===== src/rtl/trimdac_loader.sv =====
module trimdac_loader #(
  parameter int NUM_CH = 21,
  parameter int CH_W   = 5,
  parameter int WORD_W = 16,
  parameter int VAL_W  = 8,
  parameter int SUB_W  = 3,
  parameter int SEL_W  = 2,
  parameter int PH_W   = 8
) (
  input  logic              clk,
  input  logic              rst_n,
  input  logic [PH_W-1:0]   phase_len,
  input  logic              req_valid,
  output logic              req_ready,
  input  logic [CH_W-1:0]   req_chan,
  input  logic [WORD_W-1:0] req_word,
  input  logic [CH_W-1:0]   rd_chan,
  output logic [VAL_W-1:0]  rd_value,
  output logic              ser_data,
  output logic              ser_clk,
  output logic [SEL_W-1:0]  load_sel
);
  localparam int FRAME_W = SUB_W + VAL_W;
  localparam int BIT_W   = $clog2(FRAME_W);

  typedef enum logic [1:0] {S_IDLE, S_LOW, S_HIGH, S_LOAD} state_t;

  state_t             state;
  logic [FRAME_W-1:0] frame;
  logic [BIT_W-1:0]   bits_left;
  logic [PH_W-1:0]    tmr;
  logic [SEL_W-1:0]   sel_q;
  logic [VAL_W-1:0]   cache [NUM_CH];

  wire              chan_ok   = req_chan < CH_W'(NUM_CH);
  wire              accept    = req_valid && (state == S_IDLE) && chan_ok;
  wire [PH_W-1:0]   ph_last   = (phase_len == '0) ? '0 : phase_len - 1'b1;
  wire              phase_end = (tmr == ph_last);
  wire [CH_W-1:0]   grp       = req_chan >> SUB_W;

  assign req_ready = (state == S_IDLE);
  assign ser_clk   = (state == S_HIGH);
  assign ser_data  = ((state == S_LOW) || (state == S_HIGH)) && frame[FRAME_W-1];
  assign load_sel  = (state == S_LOAD) ? sel_q : '0;
  assign rd_value  = (rd_chan < CH_W'(NUM_CH)) ? cache[rd_chan] : '0;

  always_ff @(posedge clk) begin
    if (!rst_n) begin
      state     <= S_IDLE;
      frame     <= '0;
      bits_left <= '0;
      tmr       <= '0;
      sel_q     <= '0;
    end else begin
      case (state)
        S_IDLE: if (accept) begin
          frame     <= {req_chan[SUB_W-1:0], req_word[VAL_W-1:0]};
          sel_q     <= SEL_W'(grp) + SEL_W'(1);
          bits_left <= BIT_W'(FRAME_W - 1);
          tmr       <= '0;
          state     <= S_LOW;
        end
        S_LOW: if (phase_end) begin
          tmr   <= '0;
          state <= S_HIGH;
        end else tmr <= tmr + 1'b1;
        S_HIGH: if (phase_end) begin
          tmr <= '0;
          if (bits_left == '0) state <= S_LOAD;
          else begin
            bits_left <= bits_left - 1'b1;
            frame     <= frame << 1;
            state     <= S_LOW;
          end
        end else tmr <= tmr + 1'b1;
        default: if (phase_end) begin
          tmr   <= '0;
          state <= S_IDLE;
        end else tmr <= tmr + 1'b1;
      endcase
    end
  end

  always_ff @(posedge clk) begin
    if (!rst_n) begin
      for (int i = 0; i < NUM_CH; i++) cache[i] <= '0;
    end else if (accept) begin
      cache[req_chan] <= req_word[VAL_W-1:0];
    end
  end


  data_steady_chk: assert property (@(posedge clk) disable iff (!rst_n)
    ser_clk |-> $stable(ser_data));


  load_clk_low_chk: assert property (@(posedge clk) disable iff (!rst_n)
    (load_sel != '0) |-> !ser_clk);


  busy_during_load_chk: assert property (@(posedge clk) disable iff (!rst_n)
    (load_sel != '0) |-> !req_ready);


  accept_drops_ready_chk: assert property (@(posedge clk) disable iff (!rst_n)
    (req_valid && req_ready && req_chan < CH_W'(NUM_CH)) |=> !req_ready);


  reject_keeps_ready_chk: assert property (@(posedge clk) disable iff (!rst_n)
    (req_valid && req_ready && req_chan >= CH_W'(NUM_CH)) |=> req_ready);


  load_returns_idle_chk: assert property (@(posedge clk) disable iff (!rst_n)
    ($past(load_sel) != '0 && load_sel == '0) |-> req_ready);
endmodule


===== config.mk =====
export PLATFORM = sky130hd
export DESIGN_NAME = trimdac_loader
export DESIGN_NICKNAME = d
export VERILOG_FILES = /design/src/rtl/trimdac_loader.sv
export SDC_FILE = /design/constraint.sdc
export NUM_CORES = 1
export LEC_CHECK = 0
export ABC_AREA = 1
export BUFFER_PORTS_ARGS = -buffer_cell sky130_fd_sc_hd__clkbuf_2
export CORE_MARGIN = 3
export CORE_UTILIZATION = 50
export CTS_CLUSTER_SIZE = 28
export DETAILED_ROUTE_END_ITERATION = 10
export PLACE_DENSITY = 0.67
export RECOVER_POWER = 50
export SKIP_CTS_REPAIR_TIMING = 1
export SLEW_MARGIN = 20
export SYNTH_ARGS = -nofsm -noshare
export SYNTH_HDL_FRONTEND = slang
export SYNTH_SLANG_ARGS = --single-unit

===== constraint.sdc =====
create_clock -name clk -period 2.7 [get_ports clk]
set_clock_uncertainty 0.05 [all_clocks]
set_input_delay 0.27 -clock clk [delete_from_list [all_inputs] [get_ports clk]]
set_output_delay 0.27 -clock clk [all_outputs]
set_load 0.01 [all_outputs]

==> results.json, run 1 <==
{
  "status": "finished, final reports clean",
  "synth_area_um2": 9487,
  "post-route-drc-count": 0,
  "required_ns": 2.75,
  "vias": 7432,
  "grt_max_degree": 65,
  "drv_slew": 0,
  "first_pass_iters": 5,
  "cts-root-buf": "clkbuf_16",
  "drt_iter0_drc": 710,
  "cts.clk_slew.worst_paths_ns": 0.07,
  "synth_warnings": 0,
  "peakVddDrop_v": 0.0005487,
  "clock.fmax_ghz": 0.4189,
  "endpoint_kind": "flip-flop",
  "grt_setup_unrepaired": "no",
  "crit_start": "state[0]",
  "finish.net_count": 1141,
  "worst_pin_slew_ns": 0.9035,
  "cts_tree": "done",
  "powerDensity_nw_per_um2": 695.2,
  "clk_latency_ns": 0.43,
  "coreArea_um2": 18270,
  "drive_gt1_frac": 0.1121,
  "fp.dieW_um": 143.7,
  "die_height_um": 143.7,
  "grt_overflow_total": 0,
  "arrival_ns": 2.43,
  "power.total_mw": 7.312,
  "viasPerCell": 5.567,
  "dp_hpwl_um": 15730,
  "syn_area_per_cell_um2": 9.018,
  "final_common_cell": "nor2_1",
  "htreeDepth": 4,
  "cts_made_buffers": 17,
  "grt_pass1_wl_um": 37140,
  "initial_core_util": 0.5192,
  "fill_cells": 1621,
  "rows": 49,
  "drt_wl_total_um": 23300,
  "r2r_start": "state[0]",
  "hold_class": "in -> reg",
  "critical_path_class": "reg -> reg",
  "cts_max_path_buffers": 2,
  "areaGrowthSynthToFinish_pct": 10.87,
  "synth-seq-cells": 195,
  "route.detailed.wl_per_inst_um": 17.46,
  "holdCritStartpoint": "req_chan[3]",
  "grt_usage": 0.2338,
  "fin_crit_sh": 0.8842,
  "max-slew-margin-rel": 0.3970,
  "grt_pass1_vias": 7247,
  "ant_nets": 0,
  "hold_viol_final": 0,
  "cts_num_sinks": 195,
  "finalSetupViolations": 0,
  "antenna_cells": 0,
  "tns_ns": 0,
  "ff2ff_setup_slack_ns": 0.31,
  "final_cell_mix": "nor2_1 (310), edfxtp_1 (168), nand2_1 (158), o21ai_0 (88), inv_1 (65)",
  "finalWeightedCongestion": 0.8518,
  "yosysSeqAreaShare": 0.5888,
  "drv_cap": 0,
  "port_buffers": 41,
  "crit_path_max_fanout": 9,
  "postSynthCellCount": 1052,
  "ys_types": 36,
  "die-area_um2": 20660,
  "ios": 50,
  "critPathLaunchType": "flip-flop",
  "fin_crit_ns": 2.387,
  "antenna_found_initial": 0,
  "power_leakage_nw": 4.273,
  "synth_nets": 1100
}
[synth_stat cells, drive strengths merged]
library cell    n  area [µm²]
inv            71       266.5
ha             11       137.6
and3            1       6.260
xor2            2       17.52
o211ai          1       7.510
a211oi          5       37.54
nand4           7       43.79
nand2         168       713.2
a32o            1       10.01
nand3          24       120.1
edfxtp        168        5045
o21bai          1       7.510
nor3           18       105.1
dfxtp          27       540.5
o22ai          10       62.56
o41ai           2       17.52
a21oi          56       299.0
xnor2           1       8.760
o21ai          94       470.5
clkinv          1       3.750
a221oi          2       17.52
a31o            2       17.52
buf            10       61.30
nor2          317        1235
o2111ai         8       70.07
clkbuf         44       165.2
[final cells by class]
type | count | area [µm²] | share of cell area
clock inverter | 15 | 172.7 | 0.01642
clock buffer | 17 | 425.4 | 0.04045
timing repair buffer | 76 | 460.4 | 0.04378
sequential | 195 | 5585 | 0.5310
multi-input combinational | 731 | 3317 | 0.3154
tap | 229 | 286.5 | 0.02724
inverter | 72 | 270.3 | 0.02570
[cells by family (layout without fill, tap and decap cells)]
| group | count (synthesis) | after routing | synth area share |
|---|---|---|---|
| AND/OR/NAND/NOR | 535 | 535 | 0.2344 |
| flip-flops | 195 | 195 | 0.5888 |
| AO/OA/AOI/OAI | 182 | 182 | 0.1072 |
| buffers and inverters | 126 | 180 | 0.05236 |
| XOR/XNOR | 3 | 3 | 0.002770 |
| adder cells (fa/ha/maj) | 11 | 11 | 0.01451 |
[metrics by stage]
stage | std cells | area, µm² | hold slack [ns] | utilization | setup slack (ns)
floorplan | 1052 | 9487 | 0.3095 | - | 0.3943
global placement | 1303 | 10040 | 0.4000 | 0.5495 | 0.2703
detailed placement | 1303 | 10040 | 0.4071 | 0.5495 | 0.1808
CTS | 1335 | 10640 | 0.03101 | 0.5822 | 0.4022
global route | 1335 | 10520 | 0.05449 | 0.5757 | 0.1534
finish | 1335 | 10520 | 0.04147 | 0.5757 | 0.3126
[sequential cells by signal, indices dropped and copies added, names as in the netlist]
register	flops
bits_left	4
cache	168
frame	11
sel_q	2
state	2
tmr	8
[critical path, cell delays in order (launching register included)]
cell	delay, ns
dfxtp_1	0.36
inv_1	0.12
ha_1	0.17
and3_1	0.27
nand2_1	0.14
nor3_1	0.17
buf_4	0.21
nand2_1	0.20
nand2_1	0.36
[path summary, 6_finish.rpt]
path	endpoint	cells past startpoint
max	cache[1][6]	8
min reg2reg	frame[0]	2
min	sel_q[0]	2
max reg2reg	cache[1][6]	8
[where the power goes]
group | total (mW) | internal, mW | switching [mW]
clock network | 2.56 | 1.39 | 1.16
registers | 3.53 | 3.45 | 0.0783
logic | 1.22 | 0.385 | 0.840
total | 7.31 | 5.23 | 2.08
[routing by layer]
metal	GRT usage	wire, µm	vias to the layer above
li1	-	-	3601
met1	0.3281	10330	3513
met2	0.3748	11030	290
met3	0.04126	1595	28
met4	0.07086	347	0
met5	0	0	-
Power figures use the tool's default switching activity.
==> run 2, diff against run 1 <==
--- a/config.mk
+++ b/config.mk
@@ -5,7 +5,6 @@
 export SDC_FILE = /design/constraint.sdc
 export NUM_CORES = 1
 export LEC_CHECK = 0
-export ABC_AREA = 1
 export BUFFER_PORTS_ARGS = -buffer_cell sky130_fd_sc_hd__clkbuf_2
 export CORE_MARGIN = 3
 export CORE_UTILIZATION = 50
==> results.json, run 2 <==
{
  "p_switching_mw": 1.816,
  "finish.net_count": 910,
  "port_buffers": 41,
  "ant_nets": 0,
  "ys_types": 60,
  "synth_area_um2": 9754,
  "max_stage_delay_ns": 0.45,
  "status": "finished, final reports clean",
  "dp_hpwl_um": 15940,
  "reg2regPathDepth": 9,
  "synth_flop_cell": "edfxtp_1",
  "grt_pass1_vias": 6572,
  "ff2ff_setup_slack_ns": 0.19,
  "initial_core_util": 0.5146,
  "required_ns": 2.38,
  "holdPathEnd": "sel_q[0]",
  "synthTopCellsByCount": "and2_1 (172), edfxtp_1 (168), mux2i_1 (46)",
  "die_height_um": 145.7,
  "regMostFlops": "cache",
  "powerDensity_nw_per_um2": 639.9,
  "synth-edff-count": 168,
  "hold_viol_final": 0,
  "hold_class": "in -> reg",
  "combPwrFrac": 0.155,
  "drv_slew": 0,
  "endpoint_kind": "primary output",
  "p_seq_frac": 0.504,
  "yosysTopAreaCellShare": 0.5172,
  "dp_slack_ns": -0.1332,
  "synth_nets": 851,
  "cts_max_path_buffers": 2,
  "fp.dieW_um": 145.7,
  "worst_hold_slack_ns": 0.03565,
  "final_common_cell": "edfxtp_1",
  "async_flop_share": 0,
  "fill_cells": 1561,
  "power_leakage_nw": 4.089,
  "clk_latency_ns": 0.43,
  "cts_num_sinks": 195,
  "synth_warnings": 0,
  "critPathLaunchType": "input pin",
  "drv_cap": 0,
  "areaGrowthSynthToFinish_pct": 12.74,
  "finalSetupViolations": 0,
  "peakVddDrop_v": 0.0005863,
  "holdCritStartpoint": "req_chan[3]",
  "grt_setup_unrepaired": "no",
  "antenna_found_initial": 0,
  "grt_pass1_wl_um": 36110,
  "min_path_cells": 2,
  "cts_made_buffers": 17,
  "arrival_ns": 2.24,
  "ios": 50,
  "post-route-drc-count": 0,
  "worst_pin_slew_ns": 0.6543,
  "drive_gt1_frac": 0.1497,
  "rows": 50,
  "final_cell_mix": "edfxtp_1 (168), and2_1 (123), and2_0 (49), mux2i_1 (46), nor2_1 (43)",
  "postSynthCellCount": 803,
  "syn_area_per_cell_um2": 12.15,
  "htreeDepth": 4,
  "setup_slack_ns": 0.1398,
  "route.detailed.wl_per_inst_um": 20.03,
  "grt_max_degree": 29,
  "cts.clk_slew.worst_paths_ns": 0.07,
  "synth-seq-cells": 195,
  "reg2reg_to": "bits_left[2]",
  "grt_overflow_total": 0,
  "viasPerCell": 5.808,
  "fin_crit_ns": 2.560,
  "first_pass_iters": 5,
  "swShare": 0.2580,
  "cts-root-buf": "clkbuf_16",
  "crit_start": "rd_chan[0]",
  "postPlaceCellArea_um2": 10500,
  "die-area_um2": 21220,
  "cp_cell_sequence": "buf_4 -> buf_4 -> mux2i_1 -> o221ai_1 -> o22ai_1 -> a211oi_1 -> clkbuf_2",
  "drt_wl_total_um": 22730,
  "drt_iter0_drc": 589,
  "fin_crit_sh": 0.9482,
  "finalWeightedCongestion": 0.8371,
  "clock.fmax_ghz": 0.3906,
  "yosysTopAreaCell": "edfxtp_1",
  "critical_path_class": "in -> out",
  "worst-path-buf-inv": 3,
  "yosysMostFrequentCell": "and2_1",
  "cp_common_cell": "buf_4",
  "largest_reg_flops": 168,
  "r2r_start": "state[0]",
  "coreArea_um2": 18960,
  "antenna_cells": 0,
  "crit_family": "compound AO/OA/AOI/OAI gates",
  "cpMaxStageDelayCell": "a211oi_1",
  "reg_top3": "cache (168), frame (11), tmr (8)",
  "intPower_mw": 5.221,
  "max-slew-margin-rel": 0.5638,
  "crit_path_max_fanout": 28,
  "yosysSeqAreaShare": 0.5726,
  "grt_usage": 0.2188,
  "clockPowerShare": 0.342,
  "power.total_mw": 7.037,
  "cts_tree": "done",
  "final_cell_area_um2": 11000,
  "synth_area_leaders": "edfxtp_1 (52%), and2_1 (11%), dfxtp_1 (5.5%)",
  "vias": 6592
}
## run 2: cell count changes in the layout (fill, tap and decap cells not counted), sizes merged, moves of 11 or more
cell / before / now
a21oi: 56 / 28
clkbuf: 65 / 77
a21o: 0 / 11
nand2: 168 / 19
o221ai: 0 / 15
nand2b: 0 / 13
nor3: 18 / 4
and2: 0 / 172
inv: 78 / 17
nor2: 317 / 43
o21ai: 94 / 32
mux2i: 0 / 46
mux4: 0 / 20
## run 2: cells by family after synthesis
family / Yosys count / share of synthesized area
adders and majority gates: 11 / 0.01411
buffers and inverters: 69 / 0.02707
DFF: 195 / 0.5726
and+or+nand+nor: 314 / 0.1874
xor gates and xnor gates: 7 / 0.009236
AOI/OAI and AO/OA: 140 / 0.09505
muxes: 67 / 0.09454
## run 2: worst register-to-register path, delay by kind of cell, from the launching register on
| family | cells | cell delay, ns |
|---|---|---|
| and+or+nand+nor | 5 | 1.26 |
| AOI/OAI and AO/OA | 2 | 0.47 |
| DFF | 1 | 0.36 |
| adders and majority gates | 1 | 0.18 |
| buffers and inverters | 1 | 0.13 |
## run 2: final cells by class
| cell class | count | area (µm²) | area share |
|---|---|---|---|
| Sequential cell | 195 | 5585 | 0.5079 |
| Multi-Input combinational cell | 539 | 3911 | 0.3557 |
| Timing Repair Buffer | 92 | 558.0 | 0.05075 |
| Clock buffer | 21 | 440.4 | 0.04005 |
| Tap cell | 260 | 325.3 | 0.02958 |
| Clock inverter | 11 | 112.6 | 0.01024 |
| Inverter | 17 | 63.81 | 0.005803 |
## run 2: per-stage QoR
stage	setup TNS, ns	util	std cells
floorplan	-0.4877	-	803
global placement	0	0.5540	1103
detailed placement	-1.208	0.5540	1103
CTS	0	0.5832	1135
global route	0	0.5801	1135
finish	0	0.5801	1135
## run 2: worst max-delay path by stage
stage | endpoint | slack (ns) | depth (start not counted)
detailed placement | state[0] | -0.13 | 10
CTS | rd_value[4] | 0.16 | 7
floorplan | cache[14][0] | -0.01 | 7
global route | frame[5] | 0.02 | 10
finish | rd_value[4] | 0.14 | 7
global placement | state[0] | 0.005 | 10
## run 2: layer usage
layer	global-route usage	part of all wire
met5	0	0
met4	0.05935	0.018
met2	0.3603	0.48
met3	0.04267	0.071
met1	0.2999	0.43
## run 2: power by group through the flow
| stage | registers [mW] | clock network (mW) | logic (mW) |
|---|---|---|---|
| after floorplan | 3.58 | 0 | 0.748 |
| after global placement | 3.60 | 0 | 1.05 |
| after detailed placement | 3.61 | 0 | 1.09 |
| after CTS | 3.54 | 2.43 | 1.09 |
| after global routing | 3.57 | 2.55 | 1.20 |
| final | 3.54 | 2.40 | 1.09 |
